===== src/rtl/bbu_pkg.sv =====
// Package: shared widths and the operation code type of the single-bit
// processor. Assumes 8-bit bytes and 8-bit bit addresses.
package bbu_pkg;
    localparam int BYTE_W = 8;
    localparam int ADDR_W = 8;
    localparam int IDX_W  = $clog2(BYTE_W);
    localparam int SLOT_W = ADDR_W - 1 - IDX_W;

    typedef enum logic [3:0] {
        OP_NOP      = 4'd0,
        OP_C_SET    = 4'd1,
        OP_C_CLR    = 4'd2,
        OP_C_INV    = 4'd3,
        OP_B_SET    = 4'd4,
        OP_B_CLR    = 4'd5,
        OP_B_INV    = 4'd6,
        OP_B_TO_C   = 4'd7,
        OP_C_TO_B   = 4'd8,
        OP_AND_C    = 4'd9,
        OP_ANDN_C   = 4'd10,
        OP_OR_C     = 4'd11,
        OP_ORN_C    = 4'd12,
        OP_TEST_1   = 4'd13,
        OP_TEST_0   = 4'd14,
        OP_TEST_CLR = 4'd15
    } bop_e;

    // True for codes that read the latch and may rewrite the byte.
    function automatic logic is_rmw(bop_e op);
        return (op == OP_B_SET) || (op == OP_B_CLR) || (op == OP_B_INV) ||
               (op == OP_C_TO_B) || (op == OP_TEST_CLR);
    endfunction
endpackage


===== src/rtl/bbu_addr_map.sv =====
// Module: bbu_addr_map
// Turns a bit address into a byte address, a bit index and a port flag.
// The low half maps onto a RAM window starting at RAM_BASE. The high half
// maps onto special-function bytes aligned to 8. PORT_MASK marks which
// of the aligned slots are I/O ports. Purely combinational.
module bbu_addr_map
    import bbu_pkg::*;
#(
    parameter logic [ADDR_W-1:0]       RAM_BASE  = 8'h20,
    parameter logic [(1<<SLOT_W)-1:0]  PORT_MASK = 16'h000F
) (
    input  logic [ADDR_W-1:0] bit_addr,
    output logic [ADDR_W-1:0] byte_addr,
    output logic [IDX_W-1:0]  bit_idx,
    output logic              is_port
);
    localparam int PAD_W = ADDR_W - SLOT_W;

    logic              hi_region;
    logic [SLOT_W-1:0] slot;

    // Region select, slot number and bit position.
    always_comb begin
        hi_region = bit_addr[ADDR_W-1];
        slot      = bit_addr[ADDR_W-2:IDX_W];
        bit_idx   = bit_addr[IDX_W-1:0];
    end

    // Byte address per region, plus the port decision for the high region.
    always_comb begin
        if (hi_region) begin
            byte_addr = {bit_addr[ADDR_W-1:IDX_W], {IDX_W{1'b0}}};
            is_port   = PORT_MASK[slot];
        end else begin
            byte_addr = RAM_BASE + {{PAD_W{1'b0}}, slot};
            is_port   = 1'b0;
        end
    end
endmodule


===== src/rtl/bbu_bit_merge.sv =====
// Module: bbu_bit_merge
// Puts one new bit value into a byte at a given index and passes the other
// bits through unchanged. Purely combinational.
module bbu_bit_merge
    import bbu_pkg::*;
(
    input  logic [BYTE_W-1:0] byte_in,
    input  logic [IDX_W-1:0]  idx,
    input  logic              val,
    output logic [BYTE_W-1:0] byte_out
);
    for (genvar i = 0; i < BYTE_W; i++) begin : g_bit
        // Bit i takes the new value only when the index selects it.
        always_comb byte_out[i] = (idx == IDX_W'(i)) ? val : byte_in[i];
    end
endmodule


===== src/rtl/bbu_eval.sv =====
// Module: bbu_eval
// Works out the result of one operation: next carry, whether the addressed
// bit is written and with what value, and the branch decision. It takes the
// addressed bit twice, once from the plain-read source (pins for ports) and
// once from the latch. Purely combinational, and not gated by the strobe.
module bbu_eval
    import bbu_pkg::*;
(
    input  bop_e op,
    input  logic carry_q,
    input  logic rd_plain,
    input  logic rd_latch,
    output logic carry_nxt,
    output logic bit_wr,
    output logic bit_val,
    output logic taken
);
    // Per-code result; defaults keep all state unchanged.
    always_comb begin
        carry_nxt = carry_q;
        bit_wr    = 1'b0;
        bit_val   = rd_latch;
        taken     = 1'b0;
        unique case (op)
            OP_C_SET:    carry_nxt = 1'b1;
            OP_C_CLR:    carry_nxt = 1'b0;
            OP_C_INV:    carry_nxt = ~carry_q;
            OP_B_SET:    begin bit_wr = 1'b1; bit_val = 1'b1;      end
            OP_B_CLR:    begin bit_wr = 1'b1; bit_val = 1'b0;      end
            OP_B_INV:    begin bit_wr = 1'b1; bit_val = ~rd_latch; end
            OP_B_TO_C:   carry_nxt = rd_plain;
            OP_C_TO_B:   begin bit_wr = 1'b1; bit_val = carry_q;   end
            OP_AND_C:    carry_nxt = carry_q & rd_plain;
            OP_ANDN_C:   carry_nxt = carry_q & ~rd_plain;
            OP_OR_C:     carry_nxt = carry_q | rd_plain;
            OP_ORN_C:    carry_nxt = carry_q | ~rd_plain;
            OP_TEST_1:   taken = rd_plain;
            OP_TEST_0:   taken = ~rd_plain;
            OP_TEST_CLR: begin taken = rd_latch; bit_wr = rd_latch; bit_val = 1'b0; end
            default:     ;
        endcase
    end
endmodule


===== src/rtl/bool_bit_unit.sv =====
// Module: bool_bit_unit (top)
// Single-bit processor with carry as its accumulator. It assumes an
// external byte store that is read combinationally at st_addr and written
// on the clock edge when st_wr_en is high. For port bytes, st_rd_data is
// the output latch and pin_data is the sampled pins. One operation per
// op_valid cycle. Results appear on the following cycle with done.
module bool_bit_unit
    import bbu_pkg::*;
#(
    parameter logic [ADDR_W-1:0]      RAM_BASE  = 8'h20,
    parameter logic [(1<<SLOT_W)-1:0] PORT_MASK = 16'h0055
) (
    input  logic              clk,
    input  logic              rst_n,
    input  logic              op_valid,
    input  logic [3:0]        op_code,
    input  logic [ADDR_W-1:0] bit_addr,
    input  logic [BYTE_W-1:0] st_rd_data,
    input  logic [BYTE_W-1:0] pin_data,
    output logic [ADDR_W-1:0] st_addr,
    output logic              st_wr_en,
    output logic [BYTE_W-1:0] st_wr_data,
    output logic              carry,
    output logic              done,
    output logic              branch_taken
);
    localparam int RAM_BYTES = 1 << SLOT_W;

    bop_e             op;
    logic [IDX_W-1:0] bit_idx;
    logic             is_port;
    logic             rd_latch, rd_plain;
    logic             carry_nxt, bit_wr, bit_val, taken;

    // Decode the operation code into the shared type.
    always_comb op = bop_e'(op_code);

    bbu_addr_map #(
        .RAM_BASE  (RAM_BASE),
        .PORT_MASK (PORT_MASK)
    ) u_map (
        .bit_addr  (bit_addr),
        .byte_addr (st_addr),
        .bit_idx   (bit_idx),
        .is_port   (is_port)
    );

    // Pick the bit sources: the latch always, the pins for plain port reads.
    always_comb begin
        rd_latch = st_rd_data[bit_idx];
        rd_plain = is_port ? pin_data[bit_idx] : rd_latch;
    end

    bbu_eval u_eval (
        .op        (op),
        .carry_q   (carry),
        .rd_plain  (rd_plain),
        .rd_latch  (rd_latch),
        .carry_nxt (carry_nxt),
        .bit_wr    (bit_wr),
        .bit_val   (bit_val),
        .taken     (taken)
    );

    bbu_bit_merge u_merge (
        .byte_in  (st_rd_data),
        .idx      (bit_idx),
        .val      (bit_val),
        .byte_out (st_wr_data)
    );

    // Write back only while an operation is strobed.
    always_comb st_wr_en = op_valid & bit_wr;

    // Carry, done and branch result registers.
    always_ff @(posedge clk) begin
        if (!rst_n) begin
            carry        <= 1'b0;
            done         <= 1'b0;
            branch_taken <= 1'b0;
        end else begin
            done         <= op_valid;
            branch_taken <= op_valid & taken;
            if (op_valid) carry <= carry_nxt;
        end
    end

    // ---------------- assertions ----------------
    p_ram_window_r1: assert property (@(posedge clk) disable iff (!rst_n)
        op_valid && !bit_addr[ADDR_W-1] |->
            (st_addr >= RAM_BASE) && (st_addr < RAM_BASE + ADDR_W'(RAM_BYTES)));

    p_sfr_aligned_r2: assert property (@(posedge clk) disable iff (!rst_n)
        op_valid && bit_addr[ADDR_W-1] |->
            st_addr[ADDR_W-1] && (st_addr[IDX_W-1:0] == '0));

    p_carry_op_no_write_r3: assert property (@(posedge clk) disable iff (!rst_n)
        op_valid && (op == OP_C_SET || op == OP_C_CLR || op == OP_C_INV) |-> !st_wr_en);

    p_single_bit_write_r4: assert property (@(posedge clk) disable iff (!rst_n)
        st_wr_en |-> $countones(st_wr_data ^ st_rd_data) <= 1);

    p_carry_kept_r4: assert property (@(posedge clk) disable iff (!rst_n)
        op_valid && (op == OP_B_SET || op == OP_B_CLR || op == OP_B_INV) |=> $stable(carry));

    p_test_no_write_r7: assert property (@(posedge clk) disable iff (!rst_n)
        op_valid && (op == OP_TEST_1 || op == OP_TEST_0) |-> !st_wr_en);

    p_clear_only_r8: assert property (@(posedge clk) disable iff (!rst_n)
        op_valid && op == OP_TEST_CLR && st_wr_en |-> (st_wr_data & ~st_rd_data) == '0);

    p_done_follows_r10: assert property (@(posedge clk) disable iff (!rst_n)
        op_valid |=> done);

    p_done_idle_r10: assert property (@(posedge clk) disable iff (!rst_n)
        !op_valid |=> !done);

    p_taken_with_done_r10: assert property (@(posedge clk) disable iff (!rst_n)
        branch_taken |-> done);

    p_nop_quiet_r11: assert property (@(posedge clk) disable iff (!rst_n)
        op_valid && op == OP_NOP |-> !st_wr_en);

    p_plain_port_no_write_r9: assert property (@(posedge clk) disable iff (!rst_n)
        op_valid && !is_rmw(op) |-> !st_wr_en);
endmodule


===== config.mk =====
export PLATFORM = sky130hd
export DESIGN_NAME = bool_bit_unit
export DESIGN_NICKNAME = d
export VERILOG_FILES = /design/src/rtl/bbu_pkg.sv /design/src/rtl/bbu_addr_map.sv /design/src/rtl/bbu_bit_merge.sv /design/src/rtl/bbu_eval.sv /design/src/rtl/bool_bit_unit.sv
export SDC_FILE = /design/constraint.sdc
export NUM_CORES = 1
export LEC_CHECK = 0
export ABC_AREA = 1
export CORE_UTILIZATION = 41
export DETAILED_ROUTE_END_ITERATION = 7
export DONT_BUFFER_PORTS = 1
export PLACE_DENSITY = 0.65
export SLEW_MARGIN = 25
export SYNTH_ARGS = -nofsm -noshare
export SYNTH_HDL_FRONTEND = slang
export SYNTH_SLANG_ARGS = --single-unit

===== constraint.sdc =====
create_clock -name clk -period 4 [get_ports clk]
set_clock_uncertainty 0.15 [all_clocks]
set_input_delay 0.8 -clock clk [delete_from_list [all_inputs] [get_ports clk]]
set_output_delay 0.8 -clock clk [all_outputs]
set_load 0.01 [all_outputs]

* Yosys cells after proc, flatten, opt, wreduce, memory -nomap -nowiden
Memories as Yosys holds them, arrays and structs flattened.
Index checks and enable logic that the tools add are counted.
** Operators by class
- Reductions and logical operators :: 5
- Multipliers :: 0
- Shift-type cells :: 0
- Mux-type cells :: 20
- Div/mod/pow operators :: 0
- Equality and inequality tests :: 22
- Magnitude comparators :: 2
- Bitwise gates (word level) :: 9
- Add/sub/neg operators :: 1
** Operators by type and width (count)
- 4-bit == test, second input constant :: 8
- 4-bit by 3-bit == test with 1-bit output, second input constant :: 4
- 1-bit two-way mux :: 13
- 3-bit == test, second input constant :: 4
- 4-bit by 2-bit == test with 1-bit output, second input constant :: 2
- 8-bit two-way mux :: 1
- 1-bit case mux with 8 select lines :: 1
- 8-bit nonzero test :: 1
- 6-bit by 4-bit adder with 7-bit output, first input constant :: 1
- 1-bit binary-select mux with 3-bit select :: 2
- 3-bit by 2-bit == test with 1-bit output, second input constant :: 2
- 4-bit by 5-bit less-than comparator with 1-bit output, second input constant :: 1
- 1-bit AND :: 4
- 4-bit by 1-bit == test with 1-bit output, second input constant :: 1
- 3-bit by 4-bit less-than comparator with 1-bit output, second input constant :: 1
- 1-bit case mux with 4 select lines :: 1
- 4-bit OR reduction :: 1
- 3-bit by 1-bit == test with 1-bit output, second input constant :: 1
- 3-bit logical NOT :: 1
- 1-bit NOT :: 3
- 1-bit case mux with 3 select lines :: 1
- 1-bit bitwise OR :: 2
- 1-bit case mux with 2 select lines :: 1
- 2-bit AND reduction :: 1
- 2-bit OR reduction :: 1
** Storage, ports and cells
- Bits of input ports :: 31
- Register bits :: 3
- Memory bits (read-only) :: 16
- RAM bits :: 0
- Memories :: 1
- Bits in latches :: 0
** Memory list
- (name not given) :: words 16, width 1, read ports 1, clocked after memory_dff 0, wr ports 0, RTL line bbu_addr_map.sv:33 : is_port = PORT_MASK[slot];

* Depth between registers and ports, before layout
- Depth after elaboration :: 7
- Gate-level depth with buffers :: 12
- Depth with buffers taken out :: 12

* Hierarchy
Synthesis repeated with hierarchy kept, for this count alone.
** Second synthesis, totals
- Cells, all modules :: 184
- Area total of the unflattened synthesis :: 929.6 um^2
** Modules (own cells, without submodules)
- bool_bit_unit :: times used 1, area an instance 350.3 um^2, seq. area each 60.1 um^2, cells each 63
- bbu_eval :: times used 1, area an instance 250.2 um^2, seq. area each 0.0 um^2, cells each 59
- bbu_bit_merge :: times used 1, area an instance 219.0 um^2, seq. area each 0.0 um^2, cells each 40
- bbu_addr_map :: times used 1, area an instance 110.1 um^2, seq. area each 0.0 um^2, cells each 22

* Worst setup path after synthesis
No wires, ideal clock.
- Kind :: input to output
- Start :: input port bit_addr[0]
- End :: output port st_wr_data[1]
- Buffers on the path :: 1
- Path slack :: 1.345 ns
- Data arrival time :: 1.705 ns
- Cell stages on the path :: 8
- Path through :: buf_6 o21ai_1 nand2_1 nand3_2 nand2_2 o2111ai_4 nand3_1 nand2_1
** Between the ends
- Word-level cells in the longest chain between the ends :: 5
- Elaborated cells between the ends (all ways) :: 6
- Classes of those cells :: eq/ne: 1; mux: 4; bitwise: 1
** RTL lines
- start: declaration :: RTL line bool_bit_unit.sv:17 : input logic [ADDR_W-1:0] bit_addr,
- 1-bit binary-select mux with 3-bit select :: RTL line bool_bit_unit.sv:50 : rd_latch = st_rd_data[bit_idx];
- 1-bit two-way mux (not written as such) :: RTL line bool_bit_unit.sv:50
- 1-bit NOT :: RTL line bbu_eval.sv:30 : OP_B_INV: begin bit_wr = 1'b1; bit_val = ~rd_latch; end
- 1-bit case mux with 4 select lines :: RTL line bbu_eval.sv:24 : unique case (op)
- 1-bit two-way mux (*) :: RTL line bbu_bit_merge.sv:14 : always_comb byte_out[i] = (idx == IDX_W'(i)) ? val : byte_in[i];
- end: declaration :: RTL line bool_bit_unit.sv:22 : output logic [BYTE_W-1:0] st_wr_data,
Mark *: on every way between the ends. The rest lies on a longest branch, timed or not. The select of a mux whose other input is x is not followed.

* Worst setup path after layout
- Start :: input port bit_addr[0]
- End :: output port st_wr_data[0]
Same word-level chain as after synthesis.

==> flow_summary.ini <==
[outcome]
run_status = complete, no violations

[setup_path]
critical_path.reg2reg.startpoint = carry
rr_worst_depth = 7
kind_of_start_point_of_the_critical_path = input pin
cpMostUsedCell = sky130_fd_sc_hd__nand2_1
worst-r2r-setup-slack_ns = 2.71
worst_setup_path_end_kind = output port
worst_r2r_endpoint = carry
path_cells = inv_2 > nand2_1 > nand2_1 > nand2_1 > nand3_2 > nand2_2 > o2111ai_4 > nand2_1 > o21ai_1
slowest_delay_ns = 0.27
slowest_stage = sky130_fd_sc_hd__o2111ai_4
cp_max_fo = 13
arrival_ns = 1.79
timing.setup.critical_path_class = in2out
required_ns = 3.05

[synth]
post_synth_edffs = 0
synth_area_leaders = sky130_fd_sc_hd__nand2_1 30%, sky130_fd_sc_hd__inv_1 11%, sky130_fd_sc_hd__nand3_1 9.7%, sky130_fd_sc_hd__nor2_1 7.7%, sky130_fd_sc_hd__dfxtp_1 7.3%
synth.net_count = 199
synthesized_area_fraction_occupied_by_ao_oa_aoi_and_oai_cells = 0.144
synth_mux_area_frac = 0
async_reset_ff_frac = 0
syn_area_um2 = 827
ys_dominant_reg_cell = sky130_fd_sc_hd__dfxtp_1
synth-xor-area-share = 0
postSynthCellCount = 168
synth_top_area_share = 0.304
synth.avg_cell_area_um2 = 4.92
main_combinational_cell_family_by_area_after_synthesis = simple AND/OR/NAND/NOR gates
synth_cell_type_count = 22
synth_warnings = 0
area_leader_netlist = sky130_fd_sc_hd__nand2_1
yosys_register_bits = 3
synth.top_cells.by_count = 67 x sky130_fd_sc_hd__nand2_1, 25 x sky130_fd_sc_hd__inv_1, 17 x sky130_fd_sc_hd__nor2_1
yosysSeqAreaShare = 0.0726
simple_logic_cell_fraction_of_the_synthesized_area = 0.595
synth_fa_ha_area_frac = 0
synth.most_common_cell = sky130_fd_sc_hd__nand2_1

[worst_hold_path]
whs_path_depth = 2
worst_hold_path.endpoint = done
worstHoldStart = op_valid
hp-class = in2reg

[placement]
portBuffers = 0
place.gp.congestion = 0.865
dp_slack_ns = 1.26
place.detailed.hpwl_um = 1670

[sta]
timing_worst_slew_pin_value_ns = 0.371
setup_slack_ns = 1.26
final.hold.worst_slack_ns = 0.527
setup-tns-final_ns = 0
grt_setup_unrepaired = false
finalSetupViolations = 0
final.min_clock_period_ns = 2.74
final_min_period_over_clock_period = 0.685
max_freq_mhz = 365
final_max_slew_viol_count = 0
finalHoldViolCount = 0
maxSlewHeadroom = 0.750

[pwr]
vdd_drop_max_mv = 0.0953
power_per_cell_area_mw_per_mm2 = 191
leak_pwr_nw = 0.492

[grt]
grt_pass1_wl_um = 3220
grt_usage = 0.188
antenna_violations_before_repair = 0
grt_max_degree = 14
via_count_of_the_first_global_routing_pass = 884
total_congestion_overflow_after_global_routing = 0

[floorplan]
fp-row-count = 15
core-area_mm2 = 0.00180
die_x_um = 46.9
die_y_um = 46.9
dieArea_mm2 = 0.00220
initial_utilization = 0.459
num_io_pins = 51

[final_layout]
antenna_fix_cells = 0
postLayoutCoreUtil = 0.467
area_delta_synth_final_pct = 1.66
post_route_cells_drive_above_1_share = 0.102
total_nets_final = 199

[detailed_routing]
drc = 0
vias_per_cell = 5.13
drt_pre_antenna_iters = 4
num_vias = 984
wirelength_um = 1970
route.detailed.wl_per_inst_um = 10.3
antenna_violating_nets_post_route = 0
initialDrtViolationCount = 23

[clocking]
clock_path_buffers = 2
clock_latency_reported_for_the_late_side_of_the_worst_skew_pair_ns = 0.23
post-cts-setup-buffer-count = 0
clock_tree.htree_level_count = 1
numCtsBuffers = 3
cts_tree = built
numClockSinks = 3
post_cts.resized_instances = 0
clock_slew_at_reported_path_ffs_ns = 0.03
cts.root.buffer_cell = sky130_fd_sc_hd__clkbuf_4
cts_hold_buffers = 0

[run]
cap_viol_max_count = 0
cell usage in the layout (no fill, tap or decap), drive strengths merged, types with 2 or more instances in the layout:
cell type  count
nor2          17
dfxtp          3
o21ai         11
nand4          4
clkbuf         4
nand2         69
nand3b         2
nand3         20
inv           30
a21oi          4
sequential cells by signal, indices dropped and copies added (netlist names):
signal / cells
done: 1
carry: 1
branch_taken: 1
critical path: cells and delay by family:
| family | cells | cell delay [ns] |
|---|---|---|
| AOI/OAI and AO/OA | 2 | 0.43 |
| buffers and inverters | 1 | 0.10 |
| and+or+nand+nor | 6 | 0.45 |
report_power, final:
group / leakage, nW / total, mW / internal, mW / switching, mW
combinational: 0.453 / 0.0735 / 0.0248 / 0.0486
sequential: 0.0247 / 0.0340 / 0.0318 / 0.00227
clock: 0.0150 / 0.0531 / 0.0374 / 0.0157
total: 0.492 / 0.161 / 0.0940 / 0.0666
cell type report:
class	instances	area, µm²
Fill cell	205	961
Multi-Input combinational cell	130	611
Inverter	30	113
Sequential cell	3	60.1
Tap cell	25	31.3
Clock buffer	4	26.3
stage by stage:
step           std cells  power (mW)  instance area, µm²
2_1_floorplan        168       0.105                 827
3_3_place_gp         188       0.106                 815
3_5_place_dp         188       0.108                 815
4_1_cts              192       0.162                 841
5_1_grt              192       0.176                 841
6_report             192       0.161                 841
metal layers:
metal  GRT usage  up-vias  share of wire
met5           0        -              0
met4      0.0171        0              0
met3     0.00769        0          0.057
met2       0.364       42           0.49
met1       0.236      421           0.45
li1            -      521              -
how the worst max path moves through the flow:
stage | end | slack (ns) | startpoint | cells past startpoint
3_3_place_gp | st_wr_data[5] | 1.28 | bit_addr[0] | 9
4_1_cts | st_wr_data[5] | 1.26 | bit_addr[0] | 9
2_1_floorplan | st_wr_data[1] | 1.35 | bit_addr[0] | 8
5_1_grt | st_wr_data[4] | 1.09 | bit_addr[0] | 9
3_5_place_dp | st_wr_data[5] | 1.26 | bit_addr[0] | 9
6_report | st_wr_data[0] | 1.26 | bit_addr[0] | 9
logic make-up after synthesis:
logic type / count (synthesis)
DFF: 3
AOI/OAI and AO/OA: 18
and+or+nand+nor: 112
buffers and inverters: 35
Power figures use the tool's default switching activity.
